File: src/rtl/wake_qualifier_pkg.sv
`timescale 1ns/1ps
// Shared definitions for the wake qualifier.
// Assumes: the bus level is encoded as 1 = recessive and 0 = dominant.
package wake_qualifier_pkg;
    localparam logic LVL_RECESSIVE = 1'b1;
    localparam logic LVL_DOMINANT  = 1'b0;

    // Progress of the remote wake sequence.
    typedef enum logic [1:0] {
        BW_WAIT_REC = 2'd0,  // waiting for a first recessive level
        BW_REC      = 2'd1,  // recessive seen, watching for a falling transition
        BW_DOM      = 2'd2,  // dominant, counting toward the threshold
        BW_HELD     = 2'd3   // threshold met, waiting for the return to recessive
    } bus_wake_st_e;
endpackage

File: src/rtl/wq_sync.sv
`timescale 1ns/1ps
// Multi-stage synchronizer for a vector of independent asynchronous bits.
// Assumes: each bit is a slow level signal, so per-bit capture is safe.
// The reset value is chosen per bit so that an input reads as inactive after reset.
module wq_sync #(
    parameter int              WIDTH   = 2,
    parameter int              STAGES  = 2,
    parameter logic [WIDTH-1:0] RST_VAL = '1
) (
    input  logic             clk,
    input  logic             rst_n,
    input  logic [WIDTH-1:0] async_i,
    output logic [WIDTH-1:0] sync_o
);
    logic [WIDTH-1:0] stage_q [STAGES];

    // The first stage captures the raw input.
    always_ff @(posedge clk) begin
        if (!rst_n) stage_q[0] <= RST_VAL;
        else        stage_q[0] <= async_i;
    end

    genvar s;
    generate
        for (s = 1; s < STAGES; s++) begin : g_stage
            // Each later stage re-registers the previous one.
            always_ff @(posedge clk) begin
                if (!rst_n) stage_q[s] <= RST_VAL;
                else        stage_q[s] <= stage_q[s-1];
            end
        end
    endgenerate

    assign sync_o = stage_q[STAGES-1];
endmodule

File: src/rtl/wq_bus_path.sv
`timescale 1ns/1ps
// Remote wake path: qualifies a recessive-dominant-recessive sequence on the bus.
// Assumes: bus_dom_i is already synchronized. lim_i is held steady while armed.
// A limit of 0 behaves like 1. The wake pulse is issued on the return to recessive.
module wq_bus_path
    import wake_qualifier_pkg::*;
#(
    parameter int CNT_W = 16
) (
    input  logic             clk,
    input  logic             rst_n,
    input  logic             armed_i,
    input  logic             bus_dom_i,
    input  logic [CNT_W-1:0] lim_i,
    output logic             wake_o
);
    localparam logic [CNT_W-1:0] ONE = {{(CNT_W-1){1'b0}}, 1'b1};

    bus_wake_st_e     st_q;
    logic [CNT_W-1:0] cnt_q;

    // Sequence tracker and dominant-length counter.
    always_ff @(posedge clk) begin
        if (!rst_n || !armed_i) begin
            st_q   <= BW_WAIT_REC;
            cnt_q  <= '0;
            wake_o <= 1'b0;
        end else begin
            wake_o <= 1'b0;
            unique case (st_q)
                BW_WAIT_REC: if (!bus_dom_i) st_q <= BW_REC;
                BW_REC: if (bus_dom_i) begin
                    cnt_q <= ONE;
                    st_q  <= (lim_i <= ONE) ? BW_HELD : BW_DOM;
                end
                BW_DOM: if (!bus_dom_i) begin
                    cnt_q <= '0;
                    st_q  <= BW_REC;
                end else begin
                    cnt_q <= cnt_q + ONE;
                    if (cnt_q + ONE >= lim_i) st_q <= BW_HELD;
                end
                BW_HELD: if (!bus_dom_i) begin
                    wake_o <= 1'b1;
                    cnt_q  <= '0;
                    st_q   <= BW_REC;
                end
                default: st_q <= BW_WAIT_REC;
            endcase
        end
    end

    // a remote wake lasts a single cycle.
    assert_bus_single_pulse_R9: assert property (@(posedge clk) disable iff (!rst_n)
        wake_o |=> !wake_o);
    // a remote wake follows a recessive sample.
    assert_bus_wake_on_recessive_R2: assert property (@(posedge clk) disable iff (!rst_n)
        wake_o |-> !$past(bus_dom_i));
    // two dominant samples in a row never yield a wake.
    assert_no_wake_while_dominant_R4: assert property (@(posedge clk) disable iff (!rst_n)
        (bus_dom_i && $past(bus_dom_i)) |=> !wake_o);
    // a dominant run still being counted stays below the threshold.
    assert_dom_count_below_limit_R3: assert property (@(posedge clk) disable iff (!rst_n)
        (st_q == BW_DOM) |-> (cnt_q < lim_i));
    // disarming silences the path.
    assert_bus_disarmed_quiet_R8: assert property (@(posedge clk) disable iff (!rst_n)
        !armed_i |=> !wake_o);
endmodule

File: src/rtl/wq_pin_path.sv
`timescale 1ns/1ps
// Local wake path: raises one wake when the pin stays low beyond the limit.
// Assumes: pin_low_i is already synchronized. A wake needs more than lim_i low samples.
// After a wake the path waits for the pin to go high before it can wake again.
module wq_pin_path #(
    parameter int CNT_W = 16
) (
    input  logic             clk,
    input  logic             rst_n,
    input  logic             armed_i,
    input  logic             pin_low_i,
    input  logic [CNT_W-1:0] lim_i,
    output logic             wake_o
);
    logic [CNT_W-1:0] cnt_q;
    logic             fired_q;

    // Low-time counter with a one-wake-per-press latch.
    always_ff @(posedge clk) begin
        if (!rst_n || !armed_i) begin
            cnt_q   <= '0;
            fired_q <= 1'b0;
            wake_o  <= 1'b0;
        end else begin
            wake_o <= 1'b0;
            if (!pin_low_i) begin
                cnt_q   <= '0;
                fired_q <= 1'b0;
            end else if (!fired_q) begin
                if (cnt_q >= lim_i) begin
                    wake_o  <= 1'b1;
                    fired_q <= 1'b1;
                end else begin
                    cnt_q <= cnt_q + 1'b1;
                end
            end
        end
    end

    // a press yields a single-cycle wake and no repeat.
    assert_pin_single_pulse_R7: assert property (@(posedge clk) disable iff (!rst_n)
        wake_o |=> !wake_o);
    // a local wake follows a low sample of the pin.
    assert_pin_wake_on_low_R6: assert property (@(posedge clk) disable iff (!rst_n)
        wake_o |-> $past(pin_low_i));
    // disarming silences the path.
    assert_pin_disarmed_quiet_R8: assert property (@(posedge clk) disable iff (!rst_n)
        !armed_i |=> !wake_o);
endmodule

File: src/rtl/wake_qualifier.sv
`timescale 1ns/1ps
// Sleep-mode wake qualifier: synchronizes the bus level and the local pin, filters each,
// and merges the two wake sources into a single pulse output.
// Assumes: armed and the limits are synchronous to clk, and the limits change only while disarmed.
module wake_qualifier
    import wake_qualifier_pkg::*;
#(
    parameter int CNT_W       = 16,
    parameter int SYNC_STAGES = 2
) (
    input  logic             clk,
    input  logic             rst_n,
    input  logic             armed,
    input  logic             bus_level,
    input  logic             wake_pin_n,
    input  logic [CNT_W-1:0] bus_min_cycles,
    input  logic [CNT_W-1:0] pin_min_cycles,
    output logic             wake_pulse
);
    localparam int IN_W = 2;

    logic [IN_W-1:0] raw_in, sync_in;
    logic            bus_wake, pin_wake;

    assign raw_in = {wake_pin_n, bus_level};

    wq_sync #(
        .WIDTH  (IN_W),
        .STAGES (SYNC_STAGES),
        .RST_VAL({1'b1, LVL_RECESSIVE})
    ) i_sync (
        .clk    (clk),
        .rst_n  (rst_n),
        .async_i(raw_in),
        .sync_o (sync_in)
    );

    wq_bus_path #(.CNT_W(CNT_W)) i_bus_path (
        .clk      (clk),
        .rst_n    (rst_n),
        .armed_i  (armed),
        .bus_dom_i(sync_in[0] == LVL_DOMINANT),
        .lim_i    (bus_min_cycles),
        .wake_o   (bus_wake)
    );

    wq_pin_path #(.CNT_W(CNT_W)) i_pin_path (
        .clk      (clk),
        .rst_n    (rst_n),
        .armed_i  (armed),
        .pin_low_i(!sync_in[1]),
        .lim_i    (pin_min_cycles),
        .wake_o   (pin_wake)
    );

    assign wake_pulse = bus_wake | pin_wake;

    // no wake while reset is applied, observed on the next cycle.
    assert_quiet_after_reset_R1: assert property (@(posedge clk)
        !rst_n |=> !wake_pulse);
    // the merged output stays low while disarmed.
    assert_top_disarmed_quiet_R8: assert property (@(posedge clk) disable iff (!rst_n)
        !armed |=> !wake_pulse);
endmodule

File: config.mk
export PLATFORM = sky130hd
export DESIGN_NAME = wake_qualifier
export DESIGN_NICKNAME = d
export VERILOG_FILES = /design/src/rtl/wake_qualifier_pkg.sv /design/src/rtl/wq_sync.sv /design/src/rtl/wq_bus_path.sv /design/src/rtl/wq_pin_path.sv /design/src/rtl/wake_qualifier.sv
export SDC_FILE = /design/constraint.sdc
export NUM_CORES = 1
export LEC_CHECK = 0
export ABC_AREA = 1
export CAP_MARGIN = 0
export CORE_MARGIN = 3
export CORE_UTILIZATION = 25
export DETAILED_ROUTE_END_ITERATION = 6
export GPL_TIMING_DRIVEN = 1
export PLACE_DENSITY = 0.39
export SYNTH_ARGS = -nofsm -noshare
export SYNTH_HDL_FRONTEND = slang
export SYNTH_SLANG_ARGS = --single-unit
File: constraint.sdc
create_clock -name clk -period 3.7 [get_ports clk]
set_input_delay 0.37 -clock clk [delete_from_list [all_inputs] [get_ports clk]]
set_output_delay 0.37 -clock clk [all_outputs]
set_load 0.01 [all_outputs]
Word-level counts from Yosys, hierarchy flattened. Memories as Yosys holds them, arrays and structs flattened. Cells that the tools add are included.

Flip-flop bits (word level): 37. Memory bits (writable): 4. Logic and storage cells: 54. Output and inout bits: 1. Memories kept: 1.

Order comparisons: 3. Eq/ne operators: 7. Bitwise gates (word level): 6. Mux-type cells: 17. Add/subtract/negate cells: 2. Reduce and logical (&&, ||, !) cells: 12.

Memories: i_sync.stage_q (words 2, bits a word 2, rd ports 2, clocked after Yosys merged registers in 0, wr ports 2, line wq_sync.sv:15) `logic [WIDTH-1:0] stage_q [STAGES];`.

Operator list (number): $mux W16 (3); $pmux W16 S3 (1); $add A16 B1 Y16 const B (2); $ge A16 B16 Y1 (2); $le A16 B1 Y1 const B (1); $mux W2 (6); $mux W1 (6); $pmux W2 S3 (1); $reduce_and A3 Y1 (2); $reduce_or A2 Y1 (3); $eq A2 B2 Y1 const B (2); $ne A2 B2 Y1 const B (2); $ne A3 B2 Y1 const B (1); $not A1 Y1 (3); $or A1 B1 Y1 (3); $reduce_bool A3 Y1 (1); $reduce_or A3 Y1 (1); $eq A2 B1 Y1 const B (1); $logic_not A1 Y1 (2); $logic_not A2 Y1 (1); $ne A2 B1 Y1 const B (1); $reduce_and A2 Y1 (1); $logic_or A1 B1 Y1 (1).

Logic depth before layout (Yosys ltp). Gate-level depths: netlist (run 1).

Depth after elaboration: 5. Mapped depth: 19. Mapped depth without buffers: 19.

Cells and area by module. Synthesis (run 1) repeated with hierarchy kept, for this count alone.

Cell total of the unflattened synthesis: 506. Area, all modules: 3338.2 um2.

By module, submodules not included: wq_bus_path (seq. area each 380.4 um2, area each 1689.1 um2, cells each 250, instances 1); wq_pin_path (seq. area each 360.3 um2, area each 1520.2 um2, cells each 239, instances 1); wq_sync (seq. area each 80.1 um2, area each 110.1 um2, cells each 12, instances 1); wake_qualifier (seq. area each 0.0 um2, area each 18.8 um2, cells each 5, instances 1).

Worst setup path after synthesis (run 1). Ideal clock, no wire load.

Path kind: register to register. From: register i_bus_path.cnt_q[2]. To: register i_bus_path.st_q[1]. Clock period less this slack: 2248 ps. Setup time: 128 ps. Stages on the path, launching flop included: 16. Path buffers: 0. Path slack: 1452 ps. Arrival time: 2120 ps. Required time: 3572 ps. Cell sequence: dfxtp_1 and3_1 nand3_1 nor2_1 nand2_2 nor2_1 nand2_1 and2_1 ha_1 nand2_1 nor4_1 nand2_1 nand2_1 nand3_1 nand2_1 a21oi_1.

Longest elaborated chain between the ends: 4.

Ends and longest elaborated chain: start, declared (line wq_bus_path.sv:20) `logic [CNT_W-1:0] cnt_q;`; start signal, assigned (line wq_bus_path.sv:40) `cnt_q <= cnt_q + ONE;`; $add A16 B1 Y16 (line wq_bus_path.sv:41) `if (cnt_q + ONE >= lim_i) st_q <= BW_HELD;`; $ge A16 B16 Y1 (line wq_bus_path.sv:41); $ne A3 B2 Y1 (no line); $reduce_and A3 Y1 (no line); end signal, assigned (line wq_bus_path.sv:34) `st_q <= (lim_i <= ONE) ? BW_HELD : BW_DOM;`; end, declared (line wq_bus_path.sv:19) `bus_wake_st_e st_q;`.

Every way passes these cells. A chain may end at the register's enable or synchronous reset.

Worst setup path in the final report (run 1).
From: input pin_min_cycles[11]. To: register i_pin_path.cnt_q[2].

Longest elaborated chain between the ends: 3.

Ends and longest elaborated chain: start, declared (line wake_qualifier.sv:17) `input logic [CNT_W-1:0] pin_min_cycles,`; $ge A16 B16 Y1 (line wq_pin_path.sv:30) `if (cnt_q >= lim_i) begin`; $not A1 Y1 (no line); $reduce_and A2 Y1 (no line); end signal, assigned (line wq_pin_path.sv:34) `cnt_q <= cnt_q + 1'b1;`; end, declared (line wq_pin_path.sv:15) `logic [CNT_W-1:0] cnt_q;`.

Every way passes these cells.

==> impl_metrics.yaml, run 1 <==
drt:
  drtIter0Drc: 104
  wl_per_cell_um: 12.1
  via_per_inst: 4.31
  wirelength_mm: 8.24
  drtAntennaViolNets: 0
  first_pass_iters: 4
  num_vias: 2948
  drcViolationCount: 0
final_layout:
  syn_to_final_growth_pct: 23.1
  nets: 590
  fill_cells: 1387
  diodes: 0
  fin_cells: 684
  fin_area_mm2: 0.00391
  fin_util: 0.320
  drive_gt1_frac: 0.0523
worst_setup_path:
  regToRegSetupSlack_ns: 1.08
  end_kind: "flop"
  crit_required_ns: 3.87
  cp-start-kind: "input pin"
  critPathSlowestCell: "nand4_1"
  crit_type: "in2reg"
  critPathArrivalTime_ns: 2.96
  critPathCapture: "i_pin_path.cnt_q[2]$_SDFFE_PP0P_"
  cp_max_fo: 20
  r2r-end: "i_pin_path.cnt_q[2]$_SDFFE_PP0P_"
  crit_cells: 9
  cp_cell_sequence: "clkdlybuf4s50_1 > inv_1 > ha_1 > a21oi_1 > o21ai_0 > a21oi_1 > nand4_1 > o21ai_0 > nor2_1"
  setup.worst_path.start: "pin_min_cycles[11]"
  critPathBufInv: 2
  cp_slowest_stage_delay_ns: 0.75
  crit_family: "compound AO/OA/AOI/OAI gates"
  worstReg2RegStart: "i_pin_path.cnt_q[11]$_SDFFE_PP0P_"
  r2r_cells: 7
floorplan:
  start_util: 0.260
  fp.dieH_um: 119
  die_width_um: 119
  rows: 40
  num_io_pins: 38
  design.core.area_mm2: 0.0122
  dieArea_mm2: 0.0141
sta:
  post-route-min-period_ns: 2.79
  fin_ws_ns: 0.913
  grt_setup_unrepaired: "false"
  finClkSkew_ns: 0.00432
  fin_tns_setup_ns: 0
  worstMarginPinSlew_ns: 0.885
  relSlewSlack: 0.408
  fin_crit_sh: 0.753
  setup_viol: 0
  fmax_ghz: 0.359
  hold_violations: 0
  report.final.slew_viol_count: 0
  whs_ns: 0.403
grt:
  grt_pass1_wl_mm: 14.2
  track_usage: 0.123
  grt_overflow: 0
  antenna_found_initial: 0
  grt_pass1_vias: 2925
  grt_start_max_net_pins: 21
power_and_ir_drop:
  p_total_mw: 1.09
  leakagePower_nw: 1.68
  ir_worst_vdd_mv: 0.157
  power_density_mw_per_mm2: 279
clock_network:
  cts_max_level: 2
  numCtsBuffers: 5
  cts.hold.buffers_added: 0
  cts_tree: "built"
  cts_sinks: 41
  max-clock-path-buffers: 2
  cts_resized: 0
  clkLatencyLatePin_ns: 0.29
  clk_pin_slew_ns: 0.07
  cts_setup_buffers: 0
  cts-root-buf: "clkbuf_16"
synth:
  synth_flop_cell: "dfxtp_1"
  synthTopCellsByArea: "dfxtp_1 26%, ha_1 15%, nand2_1 14%, inv_1 9.2%, a21oi_1 6.8%"
  synth_cell_type_count: 36
  syn-cell-area_mm2: 0.00318
  ys_async_sr_fraction: 0
  yosys.area.top_type: "dfxtp_1"
  synth_edf_count: 0
  syn_nets: 552
  ys_top_cells_by_count: "115 x nand2_1, 78 x inv_1, 43 x a21oi_1"
  yosys_warnings: 0
  ys_seq_area_frac: 0.258
  synth.most_common_cell: "nand2_1"
  synth.avg_cell_area_um2: 6.67
  synthCells: 477
  synth.ff_latch_count: 41
  synth_top_area_frac: 0.258
run_status:
  status: "finished clean"
place:
  dp_hpwl_mm: 6.41
  dp.cells: 676
  pre_cts_slack_ns: 0.703
  routabilityCongestion: 0.811
  place_area_mm2: 0.00374
  io_buffers: 37
run:
  drv_cap: 0
min_path:
  holdCritPathClass: "reg2reg"
power by group:
group          internal, mW  switching (mW)
combinational        0.0553          0.0521
sequential            0.445         0.00369
clock                 0.337           0.198
total                 0.838           0.254
cell type report:
class	count	area, µm²	area share
multi-input cells	345	2000	0.512
flip-flops and latches	41	821	0.210
repair buffers	40	393	0.100
inverters	82	308	0.0787
well taps	168	210	0.0537
clock buffers	6	139	0.0355
clock inverters	2	37.5	0.00959
worst min-delay path, delay by kind of cell (launching register included):
kind          cells  cell delay [ns]
simple gates      1             0.04
buf+inv           1             0.03
flops             1             0.31
worst min path at each step:
stage,start,end,slack (ns),cells after the start
after floorplan,i_sync.stage_q[0][0]$_SDFF_PN1_,i_sync.stage_q[1][0]$_SDFF_PN1_,0.38,2
after global placement,i_sync.stage_q[0][1]$_SDFF_PN1_,i_sync.stage_q[1][1]$_SDFF_PN1_,0.38,2
after detailed placement,i_sync.stage_q[0][1]$_SDFF_PN1_,i_sync.stage_q[1][1]$_SDFF_PN1_,0.39,2
after CTS,i_sync.stage_q[0][1]$_SDFF_PN1_,i_sync.stage_q[1][1]$_SDFF_PN1_,0.41,2
after global routing,i_sync.stage_q[0][1]$_SDFF_PN1_,i_sync.stage_q[1][1]$_SDFF_PN1_,0.43,2
final,i_sync.stage_q[0][1]$_SDFF_PN1_,i_sync.stage_q[1][1]$_SDFF_PN1_,0.40,2
cell usage in the layout, fill, tap and decap left out, types with 4 or more instances in the layout:
| cell | n |
|---|---|
| clkbuf_16 | 5 |
| inv_1 | 78 |
| a21oi_1 | 43 |
| dfxtp_1 | 41 |
| o21ai_0 | 5 |
| and2_1 | 4 |
| nand2_1 | 115 |
| nor3_1 | 10 |
| nand3_1 | 23 |
| clkdlybuf4s50_1 | 37 |
| xnor2_1 | 6 |
| nor2_1 | 40 |
| ha_1 | 38 |
| nand4_1 | 22 |
| xor2_1 | 14 |
| o21ai_1 | 4 |
cell families after synthesis:
logic type,after synthesis,synth area share
and+or+nand+nor,229,0.327
buffers and inverters,91,0.111
xor gates and xnor gates,21,0.0602
AOI/OAI and AO/OA,57,0.0941
DFF,41,0.258
adders and majority gates,38,0.150
sequential cells by signal (all words and copies together), names as in the netlist:
register / flops
i_bus_path.cnt_q: 16
i_pin_path.cnt_q: 16
i_sync.stage_q: 4
i_bus_path.st_q: 2
i_bus_path.wake_o: 1
i_pin_path.fired_q: 1
i_pin_path.wake_o: 1
routing by layer:
metal  GRT usage  part of all wire  vias to the layer above
met4      0.0413             0.015                        0
met3      0.0177             0.024                        7
met2       0.189              0.43                       40
met1       0.176              0.54                     1297
li1            -                 -                     1604
met5           0                 0                        -
Note: power is estimated with default switching activity, not from simulation.
==> run 2: changes to the inputs <==
Clock period 3.7 ns to 2.71 ns, I/O delays scaled along.
==> impl_metrics.yaml, run 2 (synthesis gave the netlist of run 1 again) <==
run_status:
  status: "finished clean"
power_and_ir_drop:
  switching_power_mw: 0.325
  switching_share: 0.232
  ir_worst_vdd_mv: 0.236
  power_frac_comb: 0.105
  p_int_mw: 1.07
  pwr-share-seq: 0.438
  power_density_mw_per_mm2: 356
  p_total_mw: 1.40
  clkPwrFrac: 0.457
  leakagePower_nw: 1.69
floorplan:
  num_io_pins: 38
  dieArea_mm2: 0.0141
  design.core.area_mm2: 0.0122
  rows: 40
  die_width_um: 119
  start_util: 0.260
  fp.dieH_um: 119
clock_network:
  clk_pin_slew_ns: 0.06
  cts-root-buf: "clkbuf_16"
  cts_max_level: 2
  cts_sinks: 41
  clkLatencyLatePin_ns: 0.28
  max-clock-path-buffers: 2
  cts_tree: "built"
  numCtsBuffers: 5
drt:
  drtAntennaViolNets: 0
  first_pass_iters: 4
  wl_per_cell_um: 11.9
  drtIter0Drc: 109
  via_per_inst: 4.31
  drcViolationCount: 0
  wirelength_mm: 8.20
  num_vias: 2965
place:
  routabilityCongestion: 0.765
  io_buffers: 37
  pre_cts_slack_ns: 0.205
  dp_hpwl_mm: 6.50
final_layout:
  fin_util: 0.322
  seq_area_um2: 823
  drive_gt1_frac: 0.0654
  fill_cells: 1344
  diodes: 0
  multi_input_area_mm2: 0.00201
  layout_commonest_cell: "nand2_1"
  final_cell_mix: "115 x nand2_1, 78 x inv_1, 43 x a21oi_1, 40 x nor2_1, 39 x dfxtp_1"
  nets: 594
  syn_to_final_growth_pct: 23.7
  reg_top3: "i_bus_path.cnt_q x16, i_pin_path.cnt_q x16, i_sync.stage_q x4"
grt:
  antenna_found_initial: 0
  track_usage: 0.119
  grt_pass1_wl_mm: 13.6
  grt_start_max_net_pins: 21
  grt_pass1_vias: 2815
  grt_overflow: 0
sta:
  finClkSkew_ns: 0.00404
  report.final.slew_viol_count: 0
  setup_viol: 0
  grt_setup_unrepaired: "false"
  worstMarginPinSlew_ns: 0.534
  fin_ws_ns: 0.269
  hold_violations: 0
  relSlewSlack: 0.643
  whs_ns: 0.404
  fmax_ghz: 0.410
  fin_crit_sh: 0.901
  fin_tns_setup_ns: 0
  post-route-min-period_ns: 2.44
worst_setup_path:
  critPathSlowestCell: "dfxtp_1"
  critPathArrivalTime_ns: 2.66
  cp_max_fo: 4
  crit_path_frequent_cell: "nand2_1"
  crit_required_ns: 2.93
  critPathBufInv: 1
  cp-start-kind: "flop"
  cp_cell_sequence: "nand2_2 > nor2_2 > nand3_2 > nor2_1 > nand2_1 > nor2_1 > nand2_1 > and2_1 > ha_1 > nand2_1 > nor4_1 > nand2_1 > nand2_1 > nand3_1 > nand2_1 > inv_1 > nor2_1"
  crit_type: "reg2reg"
  crit_family: "simple AND/OR/NAND/NOR gates"
  end_kind: "flop"
  cp_slowest_stage_delay_ns: 0.43
  regToRegSetupSlack_ns: 0.27
run:
  drv_cap: 0
min_path:
  holdCritPathClass: "reg2reg"
[run 2: final timing paths]
path / start / to / cells past startpoint
worst max-delay path: i_bus_path.cnt_q[8]$_SDFFE_PP0P_ / i_bus_path.st_q[0]$_SDFFE_PP0P_ / 17
worst min-delay path: i_sync.stage_q[0][0]$_SDFF_PN1_ / i_sync.stage_q[1][0]$_SDFF_PN1_ / 2
worst min register to register: i_sync.stage_q[0][0]$_SDFF_PN1_ / i_sync.stage_q[1][0]$_SDFF_PN1_ / 2
worst max register to register: i_bus_path.cnt_q[8]$_SDFFE_PP0P_ / i_bus_path.st_q[0]$_SDFFE_PP0P_ / 17
[run 2: timing repair]
action	in CTS	in global routing
hold buffers	0	0
setup buffers	0	0
gates resized for setup	0	3
endpoints found under the setup margin	0	2
[run 2: metal layers]
metal | global-route usage | routed length, µm
met1 | 0.171 | 4330
met2 | 0.184 | 3490
met3 | 0.0196 | 290
met4 | 0.0326 | 95
met5 | 0 | 0
[run 2: cell type report]
cell class	instances	area share
clock buffer	7	0.0388
clock inverter	1	0.00127
inverter	82	0.0783
multi-input combinational	345	0.511
sequential	41	0.209
tap	168	0.0535
timing repair buffer	44	0.108
[run 2: worst reg2reg max path: stages (launching register included)]
cell and delay [ns]:
dfxtp_1 0.43, nand2_2 0.10, nor2_2 0.17, nand3_2 0.10, nor2_1 0.09, nand2_1 0.07, nor2_1 0.10, nand2_1 0.07
and2_1 0.16, ha_1 0.28, nand2_1 0.08, nor4_1 0.27, nand2_1 0.08, nand2_1 0.10, nand3_1 0.09, nand2_1 0.07
inv_1 0.03, nor2_1 0.08
[run 2: power by group through the flow]
stage | Combinational, mW | Clock, mW | Sequential [mW]
finish | 0.147 | 0.639 | 0.613
global route | 0.169 | 0.692 | 0.613
detailed placement | 0.150 | 0 | 0.626
floorplan | 0.0740 | 0 | 0.625
CTS | 0.150 | 0.667 | 0.613
global placement | 0.148 | 0 | 0.626
[run 2: stage by stage]
stage | instances | area (µm²)
after detailed placement | 680 | 3770
after CTS | 688 | 3920
after global routing | 688 | 3930
final | 688 | 3930
after global placement | 680 | 3770
after floorplan | 477 | 3180
==> run 3: changes to the inputs <==
Settings changed: CORE_UTILIZATION 25 to 57, PLACE_DENSITY 0.39 to 0.78, SYNTH_HIERARCHICAL from default to 1.
==> impl_metrics.yaml, run 3 <==
final_layout:
  diodes: 0
  syn_to_final_growth_pct: 16.2
  final_cell_mix: "129 x nand2_1, 101 x inv_1, 45 x nor2_1, 41 x dfxtp_1, 38 x ha_1"
  fin_cells: 618
  reg_top3: "i_bus_path/cnt_q x16, i_pin_path/cnt_q x16, i_sync/stage_q x4"
  layout_commonest_cell: "nand2_1"
  fill_cells: 500
  nets: 620
  seq_area_um2: 821
  drive_gt1_frac: 0.0824
  multi_input_area_mm2: 0.00206
sta:
  fin_ws_ns: 0.358
  fmax_ghz: 0.425
  setup_viol: 0
  post-route-min-period_ns: 2.35
  grt_setup_unrepaired: "false"
  report.final.slew_viol_count: 0
  hold_violations: 0
  fin_tns_setup_ns: 0
  whs_ns: 0.399
  worstMarginPinSlew_ns: 0.589
  relSlewSlack: 0.607
  finClkSkew_ns: 0.00611
  fin_crit_sh: 0.868
power_and_ir_drop:
  leakagePower_nw: 1.90
  clkPwrFrac: 0.401
  power_frac_comb: 0.121
  ir_worst_vdd_mv: 0.229
  switching_share: 0.231
  switching_power_mw: 0.296
  pwr-share-seq: 0.478
  p_int_mw: 0.987
  p_total_mw: 1.28
  power_density_mw_per_mm2: 331
clock_network:
  cts_sinks: 41
  clk_pin_slew_ns: 0.08
  cts_max_level: 2
  max-clock-path-buffers: 2
  cts-root-buf: "clkbuf_8"
  clkLatencyLatePin_ns: 0.29
  cts.hold.buffers_added: 0
  cts_resized: 0
  cts_setup_buffers: 0
  cts_tree: "built"
  numCtsBuffers: 5
synth:
  synth_flop_cell: "dfxtp_1"
  synth.ff_latch_count: 41
  syn_nets: 581
  synth.most_common_cell: "nand2_1"
  synth_top_area_frac: 0.246
  yosys.area.top_type: "dfxtp_1"
  synth.avg_cell_area_um2: 6.60
  synth_cell_type_count: 40
  syn-cell-area_mm2: 0.00334
  synthCells: 506
  ys_seq_area_frac: 0.246
  synth_edf_count: 0
  yosys_warnings: 6
  ys_async_sr_fraction: 0
  synthTopCellsByArea: "dfxtp_1 25%, nand2_1 15%, ha_1 14%, inv_1 11%, nand3_1 5.1%"
  ys_top_cells_by_count: "129 x nand2_1, 101 x inv_1, 45 x nor2_1"
worst_setup_path:
  critPathSlowestCell: "dfxtp_1"
  crit_path_frequent_cell: "nand2_1"
  end_kind: "flop"
  cp_max_fo: 5
  critPathBufInv: 0
  crit_family: "simple AND/OR/NAND/NOR gates"
  crit_type: "reg2reg"
  cp-start-kind: "flop"
  cp_cell_sequence: "ha_1 > nand3_2 > nor2_2 > nand2_2 > nor2_1 > nand2_1 > and2_4 > ha_1 > nand2_1 > o21bai_1 > nand2_1 > a21oi_1 > nand2_1 > a21oi_1 > nor2_1"
  cp_slowest_stage_delay_ns: 0.41
  crit_required_ns: 2.90
  critPathArrivalTime_ns: 2.55
grt:
  grt_pass1_wl_mm: 11.5
  grt_pass1_vias: 2776
  grt_start_max_net_pins: 26
  track_usage: 0.215
  antenna_found_initial: 0
  grt_overflow: 0
drt:
  wirelength_mm: 6.95
  drtAntennaViolNets: 0
  drcViolationCount: 0
  drtIter0Drc: 147
  num_vias: 3082
  first_pass_iters: 4
  via_per_inst: 4.99
  wl_per_cell_um: 11.3
floorplan:
  num_io_pins: 38
  fp.dieH_um: 82.5
  start_util: 0.599
  design.core.area_mm2: 0.00557
  dieArea_mm2: 0.00681
  rows: 27
  die_width_um: 82.5
place:
  dp.cells: 610
  io_buffers: 37
  routabilityCongestion: 0.844
  pre_cts_slack_ns: 0.347
  dp_hpwl_mm: 5.58
run_status:
  status: "finished clean"
min_path:
  holdCritPathClass: "reg2reg"
run:
  drv_cap: 0
-- run 3: cell count changes after synthesis, sizes merged, moves of 2 or more --
cell	change
nand2	+17
xor2	-9
inv	+23
nand4	-5
nor4	-2
xnor2	-3
buf	-2
nor3	-5
nor2	+13
nand3	+13
a21oi	-14
-- run 3: logic make-up after synthesis --
kind of cell | count (synthesis) | synth area share
compound gates | 45 | 0.0746
xor+xnor | 9 | 0.0315
buf+inv | 114 | 0.138
flops | 41 | 0.246
fa+ha+maj | 38 | 0.142
simple gates | 259 | 0.367
-- run 3: area by class of cell --
cell class / count / area share
Timing Repair Buffer: 40 / 0.101
Tap cell: 72 / 0.0232
Sequential cell: 41 / 0.212
Multi-Input combinational cell: 351 / 0.530
Inverter: 106 / 0.103
Clock buffer: 6 / 0.0213
Clock inverter: 2 / 0.00968
-- run 3: routing by layer --
layer	share of wire	track usage	up-vias	routed length, µm
met3	0.040	0.0304	10	275
met1	0.44	0.241	1370	3050
li1	-	-	1649	-
met2	0.51	0.411	53	3540
met5	0	0	-	0
met4	0.013	0.0686	0	91
-- run 3: per-stage QoR --
| step | area, µm² | utilization |
|---|---|---|
| 2_1_floorplan | 3340 | - |
| 3_3_place_gp | 3760 | 0.674 |
| 3_5_place_dp | 3760 | 0.674 |
| 4_1_cts | 3880 | 0.696 |
| 5_1_grt | 3880 | 0.696 |
| 6_report | 3880 | 0.696 |
-- run 3: power groups by stage --
stage	clock network, mW	logic [mW]	registers, mW
CTS	0.533	0.157	0.613
global route	0.558	0.175	0.613
global placement	0	0.150	0.627
floorplan	0	0.0824	0.626
finish	0.514	0.156	0.612
detailed placement	0	0.155	0.627
-- run 3: path summary, 6_finish.rpt --
check / startpoint / end / slack (ns) / cells after the start
worst max-delay path: i_bus_path/cnt_q[0]$_SDFFE_PP0P_ / i_bus_path/st_q[0]$_SDFFE_PP0P_ / 0.36 / 15
worst max register to register: i_bus_path/cnt_q[0]$_SDFFE_PP0P_ / i_bus_path/st_q[0]$_SDFFE_PP0P_ / 0.36 / 15
worst min register to register: i_sync/stage_q[0][0]$_SDFF_PN1_ / i_sync/stage_q[1][0]$_SDFF_PN1_ / 0.40 / 2
worst min-delay path: i_sync/stage_q[0][0]$_SDFF_PN1_ / i_sync/stage_q[1][0]$_SDFF_PN1_ / 0.40 / 2
-- run 3: tightest hold or removal path, delay by kind of cell (launching register included) --
| kind | cells | cell delay (ns) |
|---|---|---|
| flops | 1 | 0.31 |
| simple gates | 1 | 0.04 |
| buf+inv | 1 | 0.03 |
